### config.mk
export PLATFORM = sky130hd
export DESIGN_NAME = lin_hdr_detect
export DESIGN_NICKNAME = d
export VERILOG_FILES = /design/src/rtl/lin_hdr_pkg.sv /design/src/rtl/lin_rx_sync.sv /design/src/rtl/lin_break_det.sv /design/src/rtl/lin_sync_ctr.sv /design/src/rtl/lin_pid_chk.sv /design/src/rtl/lin_hdr_detect.sv
export SDC_FILE = /design/constraint.sdc
export NUM_CORES = 1
export LEC_CHECK = 0
export ABC_AREA = 1
export ABC_CLOCK_PERIOD_IN_PS = 1500
export BUFFER_PORTS_ARGS = -buffer_cell sky130_fd_sc_hd__clkbuf_2
export CORE_MARGIN = 4
export CORE_UTILIZATION = 47
export CTS_CLUSTER_DIAMETER = 150
export DETAILED_ROUTE_END_ITERATION = 12
export PLACE_DENSITY_LB_ADDON = 0.05
export SKIP_LAST_GASP = 1
export SYNTH_ARGS = -nofsm -noshare
export SYNTH_HDL_FRONTEND = slang
export SYNTH_SLANG_ARGS = --single-unit
### constraint.sdc
create_clock -name clk -period 1.5 [get_ports clk]
set_clock_uncertainty 0.05 [all_clocks]
set_input_delay 0.15 -clock clk [delete_from_list [all_inputs] [get_ports clk]]
set_output_delay 0.15 -clock clk [all_outputs]
set_load 0.01 [all_outputs]
### src/rtl/lin_hdr_pkg.sv
package lin_hdr_pkg;

  typedef enum logic [1:0] {
    SY_IDLE  = 2'd0,
    SY_ARMED = 2'd1,
    SY_COUNT = 2'd2
  } sync_st_e;

  // {P1, P0} expected for a 6-bit identifier
  function automatic logic [1:0] pid_parity(input logic [5:0] id);
    logic p0, p1;
    p0 = id[0] ^ id[1] ^ id[2] ^ id[4];
    p1 = ~(id[1] ^ id[3] ^ id[4] ^ id[5]);
    return {p1, p0};
  endfunction

endpackage

### src/rtl/lin_rx_sync.sv
module lin_rx_sync #(
  parameter int STAGES = 2
) (
  input  logic clk,
  input  logic rst,
  input  logic rxd_i,
  output logic lvl_o,
  output logic fall_o
);
  // chain[STAGES-1] is the synchronized level, chain[STAGES] its previous value
  logic [STAGES:0] chain;

  genvar g;
  generate
    for (g = 0; g <= STAGES; g++) begin : g_stage
      if (g == 0) begin : g_first
        always_ff @(posedge clk) begin
          if (rst) chain[0] <= 1'b1;
          else     chain[0] <= rxd_i;
        end
      end else begin : g_next
        always_ff @(posedge clk) begin
          if (rst) chain[g] <= 1'b1;
          else     chain[g] <= chain[g-1];
        end
      end
    end
  endgenerate

  assign lvl_o  = chain[STAGES-1];
  assign fall_o = chain[STAGES] & ~chain[STAGES-1];

endmodule

### src/rtl/lin_break_det.sv
module lin_break_det #(
  parameter int BREAK_TICKS = 184
) (
  input  logic clk,
  input  logic rst,
  input  logic tick_i,
  input  logic lvl_i,
  output logic brk_hit_o
);
  localparam int BW = $clog2(BREAK_TICKS + 1);

  logic [BW-1:0] low_cnt;

  always_ff @(posedge clk) begin
    if (rst) begin
      low_cnt   <= '0;
      brk_hit_o <= 1'b0;
    end else begin
      brk_hit_o <= 1'b0;
      if (tick_i) begin
        if (lvl_i) begin
          low_cnt <= '0;
        end else if (low_cnt < BW'(BREAK_TICKS)) begin
          low_cnt <= low_cnt + 1'b1;
          if (low_cnt == BW'(BREAK_TICKS - 1)) brk_hit_o <= 1'b1;
        end
      end
    end
  end

  AST_BRK_ON_LOW_TICK: assert property (@(posedge clk) disable iff (rst)
    brk_hit_o |-> ($past(tick_i) && !$past(lvl_i)));

  AST_BRK_ONE_PER_RUN: assert property (@(posedge clk) disable iff (rst)
    brk_hit_o |=> !brk_hit_o);

endmodule

### src/rtl/lin_sync_ctr.sv
module lin_sync_ctr
  import lin_hdr_pkg::*;
#(
  parameter int OSR        = 16,
  parameter int SYNC_EDGES = 5,
  parameter int GAP_BITS   = 2,
  parameter int TICKS_W    = 8
) (
  input  logic               clk,
  input  logic               rst,
  input  logic               tick_i,
  input  logic               lvl_i,
  input  logic               fall_i,
  input  logic               brk_hit_i,
  output logic               sync_hit_o,
  output logic [TICKS_W-1:0] ticks_o
);
  localparam int GAP = GAP_BITS * OSR;
  localparam int EW  = $clog2(SYNC_EDGES + 1);
  localparam int GW  = $clog2(GAP + 2);

  sync_st_e           st;
  logic [EW-1:0]      ecnt;
  logic [GW-1:0]      gap_tmr;
  logic [TICKS_W-1:0] span;

  always_ff @(posedge clk) begin
    if (rst) begin
      st         <= SY_IDLE;
      ecnt       <= '0;
      gap_tmr    <= '0;
      span       <= '0;
      ticks_o    <= '0;
      sync_hit_o <= 1'b0;
    end else begin
      sync_hit_o <= 1'b0;
      if (brk_hit_i) begin
        st <= SY_ARMED;
      end else begin
        case (st)
          SY_ARMED: begin
            if (lvl_i) begin
              st      <= SY_COUNT;
              gap_tmr <= '0;
              ecnt    <= '0;
            end
          end
          SY_COUNT: begin
            if (fall_i) begin
              gap_tmr <= '0;
              ecnt    <= ecnt + 1'b1;
              if (ecnt == '0) span <= '0;
              else            span <= span + TICKS_W'(tick_i);
              if (ecnt == EW'(SYNC_EDGES - 1)) begin
                sync_hit_o <= 1'b1;
                ticks_o    <= span + TICKS_W'(tick_i);
                st         <= SY_IDLE;
              end
            end else if (tick_i) begin
              if (gap_tmr == GW'(GAP)) st <= SY_IDLE;
              else                     gap_tmr <= gap_tmr + 1'b1;
              if (ecnt != '0) span <= span + 1'b1;
            end
          end
          default: st <= SY_IDLE;
        endcase
      end
    end
  end

  AST_SYNC_FROM_COUNT: assert property (@(posedge clk) disable iff (rst)
    sync_hit_o |-> ($past(st) == SY_COUNT && $past(fall_i)));

  AST_IDLE_IGNORES_EDGE: assert property (@(posedge clk) disable iff (rst)
    (st == SY_IDLE && !brk_hit_i) |=> (st == SY_IDLE && !sync_hit_o));

  AST_TICKS_HELD: assert property (@(posedge clk) disable iff (rst)
    !sync_hit_o |-> $stable(ticks_o));

endmodule

### src/rtl/lin_pid_chk.sv
module lin_pid_chk
  import lin_hdr_pkg::*;
(
  input  logic       clk,
  input  logic       rst,
  input  logic [7:0] pid_i,
  input  logic       pid_vld_i,
  input  logic       clr_i,
  output logic       err_o
);
  logic mismatch;

  always_comb mismatch = (pid_i[7:6] != pid_parity(pid_i[5:0]));

  always_ff @(posedge clk) begin
    if (rst)                        err_o <= 1'b0;
    else if (pid_vld_i && mismatch) err_o <= 1'b1;
    else if (clr_i)                 err_o <= 1'b0;
  end

  AST_PID_HOLD: assert property (@(posedge clk) disable iff (rst)
    (!pid_vld_i && !clr_i) |=> $stable(err_o));

endmodule

### src/rtl/lin_hdr_detect.sv
module lin_hdr_detect
  import lin_hdr_pkg::*;
#(
  parameter int OSR         = 16,
  parameter int BREAK_TICKS = 184,
  parameter int SYNC_EDGES  = 5,
  parameter int GAP_BITS    = 2,
  parameter int SYNC_STAGES = 2,
  parameter int TICKS_W     = $clog2((SYNC_EDGES - 1) * GAP_BITS * OSR + 1)
) (
  input  logic               clk,
  input  logic               rst,
  input  logic               rxd_i,
  input  logic               os_tick_i,
  input  logic [7:0]         pid_i,
  input  logic               pid_vld_i,
  input  logic               stat_rd_i,
  output logic               brk_flag_o,
  output logic               sync_flag_o,
  output logic               pid_err_o,
  output logic               fifo_ptr_rst_o,
  output logic [TICKS_W-1:0] sync_ticks_o
);
  logic lvl, fall, brk_hit, sync_hit;

  lin_rx_sync #(.STAGES(SYNC_STAGES)) u_sync (
    .clk(clk), .rst(rst), .rxd_i(rxd_i), .lvl_o(lvl), .fall_o(fall)
  );

  lin_break_det #(.BREAK_TICKS(BREAK_TICKS)) u_brk (
    .clk(clk), .rst(rst), .tick_i(os_tick_i), .lvl_i(lvl), .brk_hit_o(brk_hit)
  );

  lin_sync_ctr #(
    .OSR(OSR), .SYNC_EDGES(SYNC_EDGES), .GAP_BITS(GAP_BITS), .TICKS_W(TICKS_W)
  ) u_edges (
    .clk(clk), .rst(rst), .tick_i(os_tick_i), .lvl_i(lvl), .fall_i(fall),
    .brk_hit_i(brk_hit), .sync_hit_o(sync_hit), .ticks_o(sync_ticks_o)
  );

  lin_pid_chk u_pid (
    .clk(clk), .rst(rst), .pid_i(pid_i), .pid_vld_i(pid_vld_i),
    .clr_i(stat_rd_i), .err_o(pid_err_o)
  );

  assign fifo_ptr_rst_o = sync_hit;

  always_ff @(posedge clk) begin
    if (rst) begin
      brk_flag_o  <= 1'b0;
      sync_flag_o <= 1'b0;
    end else begin
      if (brk_hit)        brk_flag_o <= 1'b1;
      else if (stat_rd_i) brk_flag_o <= 1'b0;
      if (sync_hit)       sync_flag_o <= 1'b1;
      else if (stat_rd_i) sync_flag_o <= 1'b0;
    end
  end

  AST_FLAGS_CLEAR_ON_READ: assert property (@(posedge clk) disable iff (rst)
    (stat_rd_i && !brk_hit && !sync_hit) |=> (!brk_flag_o && !sync_flag_o));

  AST_PTR_RST_ONE_SHOT: assert property (@(posedge clk) disable iff (rst)
    fifo_ptr_rst_o |=> !fifo_ptr_rst_o);

  AST_SYNC_FLAG_FOLLOWS: assert property (@(posedge clk) disable iff (rst)
    fifo_ptr_rst_o |=> sync_flag_o);

endmodule

## Yosys cells after proc, flatten, opt, wreduce, memory -nomap -nowiden

Index checks and enable logic that the tools add are counted.

| operators by class | value |
|---|---|
| $add $sub $neg | 5 |
| $mul | 0 |
| divide/modulo/power cells | 0 |
| magnitude comparators | 1 |
| equal/unequal tests | 16 |
| shift operators | 0 |
| mux-type cells | 27 |
| bitwise gates (word level) | 14 |
| reduce and logical (&&, ||, !) cells | 20 |

Operators with widths:

| operator | count |
|---|---|
| two-way mux 8 bit | 6 |
| two-way mux 6 bit | 4 |
| AND reduction 4 bit | 5 |
| adder 8 x 1 -> 8 bit, second input constant | 2 |
| nonzero test 2 bit | 7 |
| case mux 6 bit (2 select lines) | 1 |
| two-way mux 2 bit | 5 |
| != test 3 bit, second input constant | 3 |
| adder 8 x 1 -> 8 bit | 1 |
| == test 8 bit, second input constant | 1 |
| less-than comparator 8 bit, second input constant | 1 |
| != test 4 x 3 -> 1 bit, second input constant | 2 |
| OR reduction 4 bit | 2 |
| two-way mux 1 bit | 7 |
| inverter 1 bit | 7 |
| adder 6 x 1 -> 6 bit, second input constant | 1 |
| == test 6 bit, second input constant | 1 |
| two-way mux 3 bit | 2 |
| != test 3 x 2 -> 1 bit, second input constant | 2 |
| case mux 3 bit (2 select lines) | 1 |
| XOR 1 bit | 6 |
| AND reduction 5 bit | 1 |
| != test 2 bit, second input constant | 2 |
| != test 4 bit, second input constant | 1 |
| other kinds (12) | 12 |

| storage, ports and cells | value |
|---|---|
| register bits | 43 |
| bits in latches | 0 |
| memory bits (writable) | 0 |
| memory bits (read-only) | 0 |
| input bits | 14 |
| output and inout bits | 12 |
| logic and storage cells | 98 |
| memories | 0 |

## Logic depth before layout (Yosys ltp)

| logic depth | value |
|---|---|
| depth after elaboration | 7 |
| gate-level depth with buffers | 11 |

## By module

A second synthesis with hierarchy kept.

| second synthesis, totals | value |
|---|---|
| cells, all modules | 392 |
| area total of the unflattened synthesis | 2606.2 um^2 |

Modules (own cells, without submodules):

| module | times used | cells each | area each (um^2) | sequential area each (um^2) |
|---|---|---|---|---|
| lin_sync_ctr | 1 | 263 | 1770.4 | 560.5 |
| lin_break_det | 1 | 81 | 530.5 | 180.2 |
| lin_pid_chk | 1 | 27 | 142.6 | 20.0 |
| lin_rx_sync | 1 | 12 | 93.8 | 60.1 |
| lin_hdr_detect | 1 | 9 | 68.8 | 40.0 |

## Least setup slack after synthesis

No wires, ideal clock.

| timing | value |
|---|---|
| kind | register to register |
| start point | register u_edges.st[0] |
| end point | register u_edges.gap_tmr[0] |
| setup time | 0.117 ns |
| arrival time | 1.268 ns |
| data required time | 1.333 ns |
| path slack | 0.065 ns |
| cell stages (with the launch flop) | 11 |
| buffers on the path | 0 |
| clock period less this slack | 1.435 ns |
| cell sequence | dfxtp_1 inv_1 ha_1 inv_2 nor2_4 nand2_1 nand3_2 inv_1 nand2_2 a21oi_1 nor2_1 |

| between the ends | value |
|---|---|
| cells in the longest elaborated chain, start to end | 3 |
| elaborated cells on any way between the ends | 8 |
| those cells by class | eq/ne: 5; mux: 1; reduce/logical: 2 |

Ends and longest elaborated chain:

| item | line | source |
|---|---|---|
| start: declaration | lin_sync_ctr.sv:22 | `sync_st_e st;` |
| start signal: assignment | lin_sync_ctr.sv:29 | `st <= SY_IDLE;` |
| start signal: assignment | lin_sync_ctr.sv:38 | `st <= SY_ARMED;` |
| start signal: assignment | lin_sync_ctr.sv:43 | `st <= SY_COUNT;` |
| == test 2 bit or == test 2 x 1 -> 1 bit (tied branches) | lin_sync_ctr.sv:40 | `case (st)` |
| != test 3 bit (no source line), or another cell as far along | - |  |
| AND reduction 5 bit (no source line) | - |  |
| end signal: assignment | lin_sync_ctr.sv:61 | `else gap_tmr <= gap_tmr + 1'b1;` |
| end: declaration | lin_sync_ctr.sv:24 | `logic [GW-1:0] gap_tmr;` |

Parallel ways exist; a longest one is shown, timed or not.
A chain may end at the register's enable or synchronous reset.

## Final worst setup path

| timing | value |
|---|---|
| start point | register u_edges.ecnt[1] |
| end point | register u_edges.span[3] |

| between the ends | value |
|---|---|
| cells in the longest elaborated chain, start to end | 3 |
| elaborated cells on any way between the ends | 6 |
| those cells by class | mux: 2; reduce/logical: 4 |

Ends and longest elaborated chain:

| item | line | source |
|---|---|---|
| start: declaration | lin_sync_ctr.sv:23 | `logic [EW-1:0] ecnt;` |
| start signal: assignment | lin_sync_ctr.sv:51 | `ecnt <= ecnt + 1'b1;` |
| nonzero test 3 bit or zero test 3 bit (tied branches) | lin_sync_ctr.sv:62, lin_sync_ctr.sv:52 |  |
| nonzero test 2 bit (no source line) or two-way mux 8 bit (tied branches) | - |  |
| AND reduction 4 bit (no source line) or two-way mux 8 bit (tied branches) | - |  |
| end signal: assignment | lin_sync_ctr.sv:53 | `else span <= span + TICKS_W'(tick_i);` |
| end signal: assignment | lin_sync_ctr.sv:62 | `if (ecnt != '0) span <= span + 1'b1;` |
| end: declaration | lin_sync_ctr.sv:25 | `logic [TICKS_W-1:0] span;` |

Parallel ways exist; a longest one is shown, timed or not.

==> results.sh <==
export IMPL_portBuffers=25
export IMPL_nets=428
export IMPL_drive_above_1_share=0.240
export IMPL_syn_area_um2=2440
export IMPL_path_class="register to register"
export IMPL_leakage_nw=1.36
export IMPL_multi_input_area_um2=1380
export IMPL_status="completed"
export IMPL_grt_usage=0.178
export IMPL_fin_area_um2=2980
export IMPL_hp_class="primary input to register"
export IMPL_power_density_nw_per_um2=790
export IMPL_path_max_fanout=4
export IMPL_cts_tree="yes"
export IMPL_total_power_mw=2.35
export IMPL_synth_cell_type_count=34
export IMPL_die_w_um=80.1
export IMPL_num_antenna_cells=0
export IMPL_syn_nets=382
export IMPL_whs_ps=32.8
export IMPL_avgSynthCellArea_um2=6.82
export IMPL_pre_cts_slack_ps=-0.989
export IMPL_setup_worst_path_end_class="register"
export IMPL_dp_hpwl_mm=3.95
export IMPL_cp_start_kind="register"
export IMPL_initial_core_util=0.500
export IMPL_numCtsBuffers=5
export IMPL_yosys_area_top_type="dfxtp_1"
export IMPL_gr_total_overflow=0
export IMPL_top_level_ports=26
export IMPL_die_y_um=80.1
export IMPL_slew_viol_final=0
export IMPL_fp_row_count=25
export IMPL_num_vias=2281
export IMPL_routed_wl_mm=5.17
export IMPL_seq_area_um2=866
export IMPL_maxSlewHeadroom=0.831
export IMPL_rsz0062_at_grt="yes"
export IMPL_drt_initial_drc_count=136
export IMPL_tightest_slew_ps=254
export IMPL_drc=0
export IMPL_viasPerCell=4.83
export IMPL_synth_cells=358
export IMPL_final_cell_mix="nand2_1 (81), inv_1 (51), dfxtp_1 (39)"
export IMPL_cp_arrival_ps=1550
export IMPL_ys_top_cells_by_area="dfxtp_1 (35%), nand2_1 (13%), inv_1 (8.3%)"
export IMPL_final_hold_viol_count=0
export IMPL_h_tree_depth=2
export IMPL_min_period_ps=1410
export IMPL_postRouteAntennaNets=0
export IMPL_clk_pin_slew_ps=80
export IMPL_fin_setup_tns_ps=0
export IMPL_cts_sinks=43
export IMPL_ys_ff_latch=43
export IMPL_setup_viol=0
export IMPL_nFillCells=474
export IMPL_synth_seq_area_share=0.353
export IMPL_die_area_um2=6410
export IMPL_finalCritPeriodShare=0.940
export IMPL_max_freq_mhz=709
export IMPL_drv_cap=0
export IMPL_ir_drop_mv=0.443
export IMPL_cts_buffer_depth=2
export IMPL_grt_pass1_vias=2146
export IMPL_area_delta_synth_final_pct=22.1
export IMPL_layout_setup_ws_ps=90.2
export IMPL_cts_root_buffer_cell="clkbuf_8"
export IMPL_gp_congestion=0.799
export IMPL_routedWlPerCell_um=11.0
export IMPL_grt_pass1_wl_mm=9.16
export IMPL_clk_latency_ps=290
export IMPL_crit_required_ps=1640
export IMPL_yosysWarnings=0
export IMPL_grt_max_degree=15
export IMPL_final_common_cell="nand2_1"
export IMPL_synth_top_area_share=0.353
export IMPL_core_area_um2=4880
export IMPL_firstDrtPassIters=4
export IMPL_post_dp_cell_area_um2=2730
export IMPL_antenna_found_initial=0
[Yosys cell counts, drive strengths merged]
library cell  instances
nand3                26
nand2                90
a22oi                 1
o21ai                20
dfxtp                43
a31oi                 3
xor2                  8
buf                   4
nor2                 46
nor4                  2
o22ai                 1
ha                   10
nor3b                 1
or2                   3
clkbuf                1
xnor2                 2
a21oi                26
nor3                  3
a211oi                1
o211ai                2
nand4                 4
inv                  60
nand3b                1
[cells by family after synthesis]
logic type / synth area share
AO/OA/AOI/OAI: 0.118
XOR/XNOR: 0.0359
adder cells (fa/ha/maj): 0.0513
buffers and inverters: 0.107
flip-flops: 0.353
AND/OR/NAND/NOR: 0.335
[per-layer routing]
layer	GRT usage	up-vias	wire (um)
li1	-	1229	-
met2	0.308	38	2490
met4	0.0591	0	49
met3	0.0303	4	194
met1	0.223	1010	2440
met5	0	-	0
[worst paths after layout]
check,startpoint,to,slack (ps),cells past startpoint
max,u_edges.ecnt[1],u_edges.span[3],90,9
min,pid_vld_i,u_pid.err_o,30,3
max reg2reg,u_edges.ecnt[1],u_edges.span[3],90,9
min reg2reg,u_sync.chain[0],u_sync.lvl_o,380,1
[final cells by class]
cell class	instances	share of cell area
inverters	60	0.0807
multi-input cells	250	0.464
clock inverters	3	0.0227
well taps	67	0.0282
clock buffers	5	0.0231
repair buffers	44	0.0908
flip-flops and latches	43	0.291
[where the power goes]
| part | total (mW) | internal (mW) | switching, mW |
|---|---|---|---|
| clock network | 1.07 | 0.664 | 0.403 |
| logic | 0.135 | 0.0548 | 0.0800 |
| registers | 1.15 | 1.15 | 0.00415 |
| total | 2.35 | 1.87 | 0.488 |
[flip-flops by register name, indices dropped and copies added, names as in the netlist]
register and cells:
u_brk.low_cnt 8, u_edges.ecnt 3, u_edges.span 8, u_sync.chain 2, u_brk.brk_hit_o 1, u_edges.st 2
sync_flag_o 1, u_edges.ticks_o 8, u_pid.err_o 1, u_edges.gap_tmr 6, u_sync.lvl_o 1, brk_flag_o 1
u_edges.sync_hit_o 1
[worst max-delay path, cell delays in order (launching register included)]
cell	delay, ps
dfxtp_2	340
inv_1	50
ha_1	180
nand2_1	100
nand2_1	90
nand2_4	70
nand2_4	50
buf_4	150
o22ai_1	130
a21oi_1	80
[timing repair]
action	in CTS	in global routing
endpoints found under the hold margin	1	0
gates resized for setup	2	29
endpoints found under the setup margin	5	27
pin swaps	1	10
setup buffers	0	3
hold buffers	1	0
[metrics by stage]
| stage | utilization | instances |
|---|---|---|
| 6_report | 0.610 | 472 |
| 5_1_grt | 0.610 | 472 |
| 4_1_cts | 0.591 | 469 |
| 3_5_place_dp | 0.560 | 460 |
| 3_3_place_gp | 0.560 | 460 |
| 2_1_floorplan | - | 358 |
Note: power is estimated with default switching activity, not from simulation.
